## src/rtl/fwd_pkg.sv

```systemverilog
package fwd_pkg;

    typedef enum logic [1:0] {
        SRC_RF  = 2'b00,
        SRC_WB  = 2'b01,
        SRC_MEM = 2'b10
    } src_sel_e;

endpackage

```

## src/rtl/fwd_src_pick.sv

```systemverilog
module fwd_src_pick
    import fwd_pkg::*;
#(
    parameter int REG_AW = 5
) (
    input  logic [REG_AW-1:0] src,
    input  logic [REG_AW-1:0] mem_rd,
    input  logic              mem_we,
    input  logic [REG_AW-1:0] wb_rd,
    input  logic              wb_we,
    output logic [1:0]        sel
);
    localparam logic [REG_AW-1:0] ZERO_REG = '0;

    logic mem_hit;
    logic wb_hit;

    always_comb begin
        mem_hit = mem_we && (mem_rd != ZERO_REG) && (mem_rd == src);
        wb_hit  = wb_we  && (wb_rd  != ZERO_REG) && (wb_rd  == src);
        if (mem_hit) begin
            sel = SRC_MEM;
        end else if (wb_hit) begin
            sel = SRC_WB;
        end else begin
            sel = SRC_RF;
        end
    end


    always_comb begin
        younger_wins_chk: assert (!(mem_hit && wb_hit) || sel == SRC_MEM);
    end

endmodule

```

## src/rtl/fwd_store_bypass.sv

```systemverilog
module fwd_store_bypass #(
    parameter int REG_AW = 5
) (
    input  logic [REG_AW-1:0] mem_rt,
    input  logic              mem_memwrite,
    input  logic [REG_AW-1:0] wb_rd,
    input  logic              wb_regwrite,
    input  logic              wb_memtoreg,
    output logic              sel_st
);
    localparam logic [REG_AW-1:0] ZERO_REG = '0;

    logic wb_is_load;

    always_comb begin
        wb_is_load = wb_memtoreg && wb_regwrite && (wb_rd != ZERO_REG);
        sel_st     = wb_is_load && mem_memwrite && (mem_rt == wb_rd);
    end


    always_comb begin
        st_needs_store_chk: assert (!sel_st || mem_memwrite);
    end

endmodule

```

## src/rtl/fwd_mux3.sv

```systemverilog
module fwd_mux3
    import fwd_pkg::*;
#(
    parameter int DATA_W = 32
) (
    input  logic [1:0]        sel,
    input  logic [DATA_W-1:0] rf_val,
    input  logic [DATA_W-1:0] mem_val,
    input  logic [DATA_W-1:0] wb_val,
    output logic [DATA_W-1:0] out
);
    always_comb begin
        unique case (sel)
            SRC_MEM: out = mem_val;
            SRC_WB:  out = wb_val;
            default: out = rf_val;
        endcase
    end


    always_comb begin
        no_bad_code_chk: assert (sel != 2'b11);
    end

endmodule

```

## src/rtl/fwd_unit.sv

```systemverilog
module fwd_unit
    import fwd_pkg::*;
#(
    parameter int REG_AW = 5,
    parameter int DATA_W = 32
) (
    input  logic [REG_AW-1:0] ex_rs,
    input  logic [REG_AW-1:0] ex_rt,
    input  logic [REG_AW-1:0] mem_rd,
    input  logic [REG_AW-1:0] mem_rt,
    input  logic              mem_regwrite,
    input  logic              mem_memwrite,
    input  logic [REG_AW-1:0] wb_rd,
    input  logic              wb_regwrite,
    input  logic              wb_memtoreg,
    input  logic [DATA_W-1:0] rf_a,
    input  logic [DATA_W-1:0] rf_b,
    input  logic [DATA_W-1:0] mem_result,
    input  logic [DATA_W-1:0] wb_result,
    input  logic [DATA_W-1:0] mem_store_data,
    output logic [1:0]        sel_a,
    output logic [1:0]        sel_b,
    output logic              sel_st,
    output logic [DATA_W-1:0] alu_a,
    output logic [DATA_W-1:0] alu_b,
    output logic [DATA_W-1:0] st_wdata
);
    localparam int N_OPS = 2;

    logic [REG_AW-1:0] op_src [N_OPS];
    logic [DATA_W-1:0] op_rf  [N_OPS];
    logic [1:0]        op_sel [N_OPS];
    logic [DATA_W-1:0] op_out [N_OPS];

    assign op_src[0] = ex_rs;
    assign op_src[1] = ex_rt;
    assign op_rf[0]  = rf_a;
    assign op_rf[1]  = rf_b;

    for (genvar g = 0; g < N_OPS; g++) begin : g_op
        fwd_src_pick #(.REG_AW(REG_AW)) u_pick (
            .src    (op_src[g]),
            .mem_rd (mem_rd),
            .mem_we (mem_regwrite),
            .wb_rd  (wb_rd),
            .wb_we  (wb_regwrite),
            .sel    (op_sel[g])
        );
        fwd_mux3 #(.DATA_W(DATA_W)) u_mux (
            .sel     (op_sel[g]),
            .rf_val  (op_rf[g]),
            .mem_val (mem_result),
            .wb_val  (wb_result),
            .out     (op_out[g])
        );
    end

    fwd_store_bypass #(.REG_AW(REG_AW)) u_st (
        .mem_rt       (mem_rt),
        .mem_memwrite (mem_memwrite),
        .wb_rd        (wb_rd),
        .wb_regwrite  (wb_regwrite),
        .wb_memtoreg  (wb_memtoreg),
        .sel_st       (sel_st)
    );

    assign sel_a    = op_sel[0];
    assign sel_b    = op_sel[1];
    assign alu_a    = op_out[0];
    assign alu_b    = op_out[1];
    assign st_wdata = sel_st ? wb_result : mem_store_data;


    always_comb begin
        wb_off_no_fwd_chk: assert (wb_regwrite || (sel_a != SRC_WB && sel_b != SRC_WB));
    end


    always_comb begin
        mem_zero_no_fwd_chk: assert (mem_rd != '0 || (sel_a != SRC_MEM && sel_b != SRC_MEM));
    end


    always_comb begin
        alu_a_src_chk: assert (sel_a != SRC_MEM || alu_a == mem_result);
    end


    always_comb begin
        st_bypass_data_chk: assert (!sel_st || st_wdata == wb_result);
    end

endmodule

```

## config.mk

```make
export PLATFORM = sky130hd
export DESIGN_NAME = fwd_unit
export DESIGN_NICKNAME = d
export VERILOG_FILES = /design/src/rtl/fwd_pkg.sv /design/src/rtl/fwd_src_pick.sv /design/src/rtl/fwd_store_bypass.sv /design/src/rtl/fwd_mux3.sv /design/src/rtl/fwd_unit.sv
export SDC_FILE = /design/constraint.sdc
export NUM_CORES = 1
export LEC_CHECK = 0
export BUFFER_PORTS_ARGS = -buffer_cell sky130_fd_sc_hd__buf_2
export CORE_AREA = 4 4 110 112
export DETAILED_ROUTE_END_ITERATION = 12
export DIE_AREA = 0 0 114 116
export PLACE_DENSITY = 0.66
export SYNTH_ARGS = -nofsm -noshare
export SYNTH_HDL_FRONTEND = slang
export SYNTH_SLANG_ARGS = --single-unit
export TNS_END_PERCENT = 50
```

## constraint.sdc

```tcl
create_clock -name vclk -period 3.2
set_input_delay 0.16 -clock vclk [all_inputs]
set_output_delay 0.16 -clock vclk [all_outputs]
set_load 0.01 [all_outputs]
```

# After elaboration in Yosys (flattened, before gate mapping)

Cells that the tools add are included.

Register bits: 0
Output and inout bits: 101

Equal/unequal tests: 9
Muxes and demuxes: 7
Reductions and logical operators: 12

Operators by type and width:

| kind                 | count |
|---|---|
| $pmux W32 S2         | 2 |
| $mux W32             | 1 |
| $eq A5 B5 Y1         | 5 |
| $logic_and A1 B1 Y1  | 10 |
| $reduce_bool A5 Y1   | 2 |
| $eq A2 B1 Y1 const B | 2 |
| $eq A2 B2 Y1 const B | 2 |
| $mux W2              | 2 |
| $mux W1              | 2 |

# Logic depth before layout (Yosys ltp)

Depth in word-level cells: 7
Depth in mapped cells: 7
Gate-level depth less buffers: 5

# By module

From an unflattened synthesis, not the netlist that was laid out.

Cell total of the unflattened synthesis: 314
Area, all modules: 2205.9 µm²

Modules (own cells, without submodules):

| module           | instances | cells an instance | area each (µm²) | sequential area each (µm²) |
|---|---|---|---|---|
| fwd_mux3         | 2         | 113               | 636.9           | 0.0 |
| fwd_unit         | 1         | 36                | 544.3           | 0.0 |
| fwd_src_pick     | 2         | 21                | 158.9           | 0.0 |
| fwd_store_bypass | 1         | 10                | 70.1            | 0.0 |

# Worst setup path after synthesis

Ideal clock, no wire load.

Kind: input to output
From: in mem_rd[2]
To: out sel_b[0]
Arrival: 1.550 ns
Required time: 3.040 ns
Path slack: 1.490 ns
Stages: 6
Path buffers: 1
Cells stage by stage: or4_4 o211ai_2 or2_1 buf_2 inv_2 nor4_2

Word-level cells in the longest chain between the ends: 4
Elaborated cells between the ends (all ways): 5
Those cells by class: 1 x eq/ne; 1 x mux; 3 x reduce/logical

Ends and longest elaborated chain:

| element                    | RTL line           | text |
|---|---|---|
| start, declared            | fwd_unit.sv:9      | `input logic [REG_AW-1:0] mem_rd,` |
| $reduce_bool A5 Y1         | fwd_src_pick.sv:19 | `mem_hit = mem_we && (mem_rd != ZERO_REG) && (mem_rd == src);` |
| $logic_and A1 B1 Y1        | fwd_src_pick.sv:19 |  |
| $logic_and A1 B1 Y1 (*)    | fwd_src_pick.sv:19 |  |
| via g_op[1].u_pick.mem_hit | fwd_src_pick.sv:15 | `logic mem_hit;` |
| $mux W2 (*)                | fwd_src_pick.sv:21 | `if (mem_hit) begin` |
| end, declared              | fwd_unit.sv:22     | `output logic [1:0] sel_b,` |

Mark *: on every way through the listed nets, which the timed path passes. The rest lies on a longest branch.

# Final worst setup path

From: in mem_rd[2]
To: out sel_a[0]

Word-level cells in the longest chain between the ends: 4
Elaborated cells between the ends (all ways): 5
Those cells by class: 1 x eq/ne; 1 x mux; 3 x reduce/logical

Ends and longest elaborated chain:

| element                 | RTL line           | text |
|---|---|---|
| $reduce_bool A5 Y1      | fwd_src_pick.sv:19 |  |
| $logic_and A1 B1 Y1     | fwd_src_pick.sv:19 |  |
| $logic_and A1 B1 Y1 (*) | fwd_src_pick.sv:19 |  |
| $mux W2 (*)             | fwd_src_pick.sv:21 |  |
| end, declared           | fwd_unit.sv:21     | `output logic [1:0] sel_a,` |

Mark *: on every way between the ends. The rest lies on a longest branch, timed or not.

==> results.txt <==
- Routability-driven placement finished with a final weighted congestion of 0.853.
* Io pins: between 200 and 300
- After floorplanning, the core was divided into 39 placement rows.
* Antenna diodes: 0
* Worst path required time: 3040 ps
- Sequential elements use 0% of the synthesized area.
- Antenna violations before repair: 0
- In the final layout, flip-flops and latches occupy 0 um^2.
- Of the cells placed in the final design, the portion with a size suffix greater than 1 is 48.2%.
- Endpoint kind of the worst setup timing path: output port
- Slew of the pin with the lowest slew margin: around 900 ps
- Sort of element at the start of the critical path: input pin
- Detailed Route Iter0 Violations: approximately 430
- In the final design database the tool counted slightly below 900 nets.
* Leakage dissipation: roughly 0.0020 uW
- Highest-count cells in the layout ignoring fill and taps: sky130_fd_sc_hd__buf_2, sky130_fd_sc_hd__o31ai_1, sky130_fd_sc_hd__nor3_1, sky130_fd_sc_hd__a31oi_1
- Vias in the first global route: 4,656
* Maximum number of pins on one net before global-route repair: 66
- Placed wire-length estimate after detailed placement: approximately 12,000 um
* Post-CTS Hold Buffers: 0
* Worst relative slew slack: between 40% and 50%
- Critical path peak fanout: 11
- The final-report max-slew violation count is 0.
- Synthesis instantiated 29 different standard cells from the library.
- Most frequent cell on the critical path: sky130_fd_sc_hd__buf_2
- Number of nets with antenna violations after detailed routing: 0
- Width of the die: approximately 110 um
- After layout, the clock buffer instance count stands at 0.
- Number of search-and-repair iterations in the first detailed-routing pass: 5
* All-Layer GR Usage: between 20 and 25%
* Filler cells: 1,252
- Final number of hold-violating endpoints: 0
* Post-cts gate resize count: 0
- Dividing the detail-routed via count by the number of cells gives around 5.8.
- Dividing total power by cell area gives a power density of ~150 nW/um^2.
- From synthesis to final layout, the design area changed by 57.1%.
- Sequential cells: 0
- The first global-routing pass estimated approximately 24,000 um of wire.
* Post-route minimum period: between 2000 and 2500 ps
- Setup violations remaining at the end of the flow were counted as 0.
- Top achievable clock speed: 423 MHz
* Non-filler cells, final: around 830
- In the final routed layout, each cell accounts on average for 19.4 um.
* Mean area per synthesized cell: roughly 6.4 um^2
- Count of placed standard cells including taps: just over 800
* Number of maximum-capacitance violations: 0
- Effective utilization at floorplan: 25.1%
* Post-CTS setup buffer count: 0
- Type of the most critical hold path: input pin to output port
- The critical path is of the input pin to output port type.
- Area of the mapped netlist: 2810 um^2
- Worst Setup Slack post-DPL: just over 800 ps
* Remaining DRCs: 0
* Ordered cell list for the critical path: buf_2 -> or4_4 -> o211ai_4 -> or2_1 -> buf_4 -> inv_2 -> nor4_2 -> buf_2
- Setup repair after global routing left no endpoint under its margin.
- The run finished with clean final reports.
* Post-synthesis instance total: between 400 and 500
- Summing all non-filler instances in the final layout gives an area of approximately 4400 um^2.
- The floorplan step defined a die boundary enclosing 13,200 um^2.
- Routed vias: approximately 4,700
- Once placement finished, the instance area stood at between 4000 and 5000 um^2.
- CP arrival: around 2200 ps
- Along the worst hold path, the cell count comes to 3.
* Most common cell after layout, fill and taps aside: sky130_fd_sc_hd__buf_2
* Worst setup slack after layout: roughly 830 ps
- The number of buffers and inverters on the critical path is 4.
- After floorplanning, the core was sized to cover about 11,000 um^2.
* Remaining global-route overflow: 0
* Final-layout setup total negative slack: 0 ps
* Dominant delay contributor by cell family on the critical path: simple AND/OR/NAND/NOR gates
- Port bufs: a little under 300
- Cell count along the critical path: 8
- Largest stage delay, worst path: 570 ps
* Ratio of final minimum period to clock period: 74.0%
- The number of nets in the synthesized netlist is around 630.
- Wire length after detailed routing: ~16,000 um
- The largest individual stage delay along the critical path comes from the cell sky130_fd_sc_hd__or4_4.
- Die boundary height: 116 um
- Yosys warning total: 0
- Peak supply drop: between 0.1 and 0.15 mV
cells in the mapped netlist (all sizes together):
library cell  count  area, um^2
a31oi            63         394
nor3             64         320
a21bo             1        10.0
or4              32         244
nand2             1        3.75
mux2             32         360
nor2              1        3.75
nand4            34         213
xnor2            16         140
or3               2        12.5
o31ai            63         473
or2               3        18.8
nor4              5        43.8
nand3             2        10.0
buf              30         156
xor2              9        78.8
o31a              2        17.5
and3              1        6.26
a21boi            1        7.51
clkbuf           37         139
inv              36         135
o211ai            2        25.0
stage by stage:
step,utilization (%),total power (uW),hold WS [ps]
after global placement,39.4,640,612
after floorplan,-,315,468
final,39.4,651,615
after detailed placement,39.4,643,614
after global routing,39.4,701,627
after CTS,39.4,645,616
area by class of cell:
| cell class | count | area (um^2) | area share (%) |
|---|---|---|---|
| repair buffers | 312 | 1670 | 37.7 |
| multi-input cells | 334 | 2440 | 55.2 |
| inverters | 36 | 135 | 3.06 |
| well taps | 143 | 179 | 4.05 |
report_power, final:
part	total (uW)	internal (uW)	switching, uW
combinational	651	257	394
clock	0	0	0
sequential	0	0	0
total	651	257	394
cell families (layout without fill, tap and decap cells):
logic type / count (synthesis) / count (layout) / share of synthesized area (%)
xor gates and xnor gates: 25 / 25 / 7.78
and+or+nand+nor: 145 / 145 / 31.1
AOI/OAI and AO/OA: 132 / 132 / 33.0
buffers and inverters: 103 / 348 / 15.3
muxes: 32 / 32 / 12.8
tightest hold or removal path, cell delays in order:
cell and delay [ps]:
sky130_fd_sc_hd__buf_2 70, sky130_fd_sc_hd__mux2_1 100, sky130_fd_sc_hd__buf_2 120
worst paths after layout:
check | slack (ps) | startpoint | to
worst min-delay path | 610 | mem_store_data[5] | st_wdata[5]
worst max-delay path | 830 | mem_rd[2] | sel_a[0]
per-layer routing:
metal  share of wire [%]  global-route usage [%]  vias to the layer above
li1                    -                       -                     2226
met1                  39                    26.6                     2150
met2                  49                    39.3                      317
met3                 9.5                    3.08                       51
met4                 2.9                    6.65                        0
met5                   0                       0                        -
Note: power is estimated with default switching activity, not from simulation.
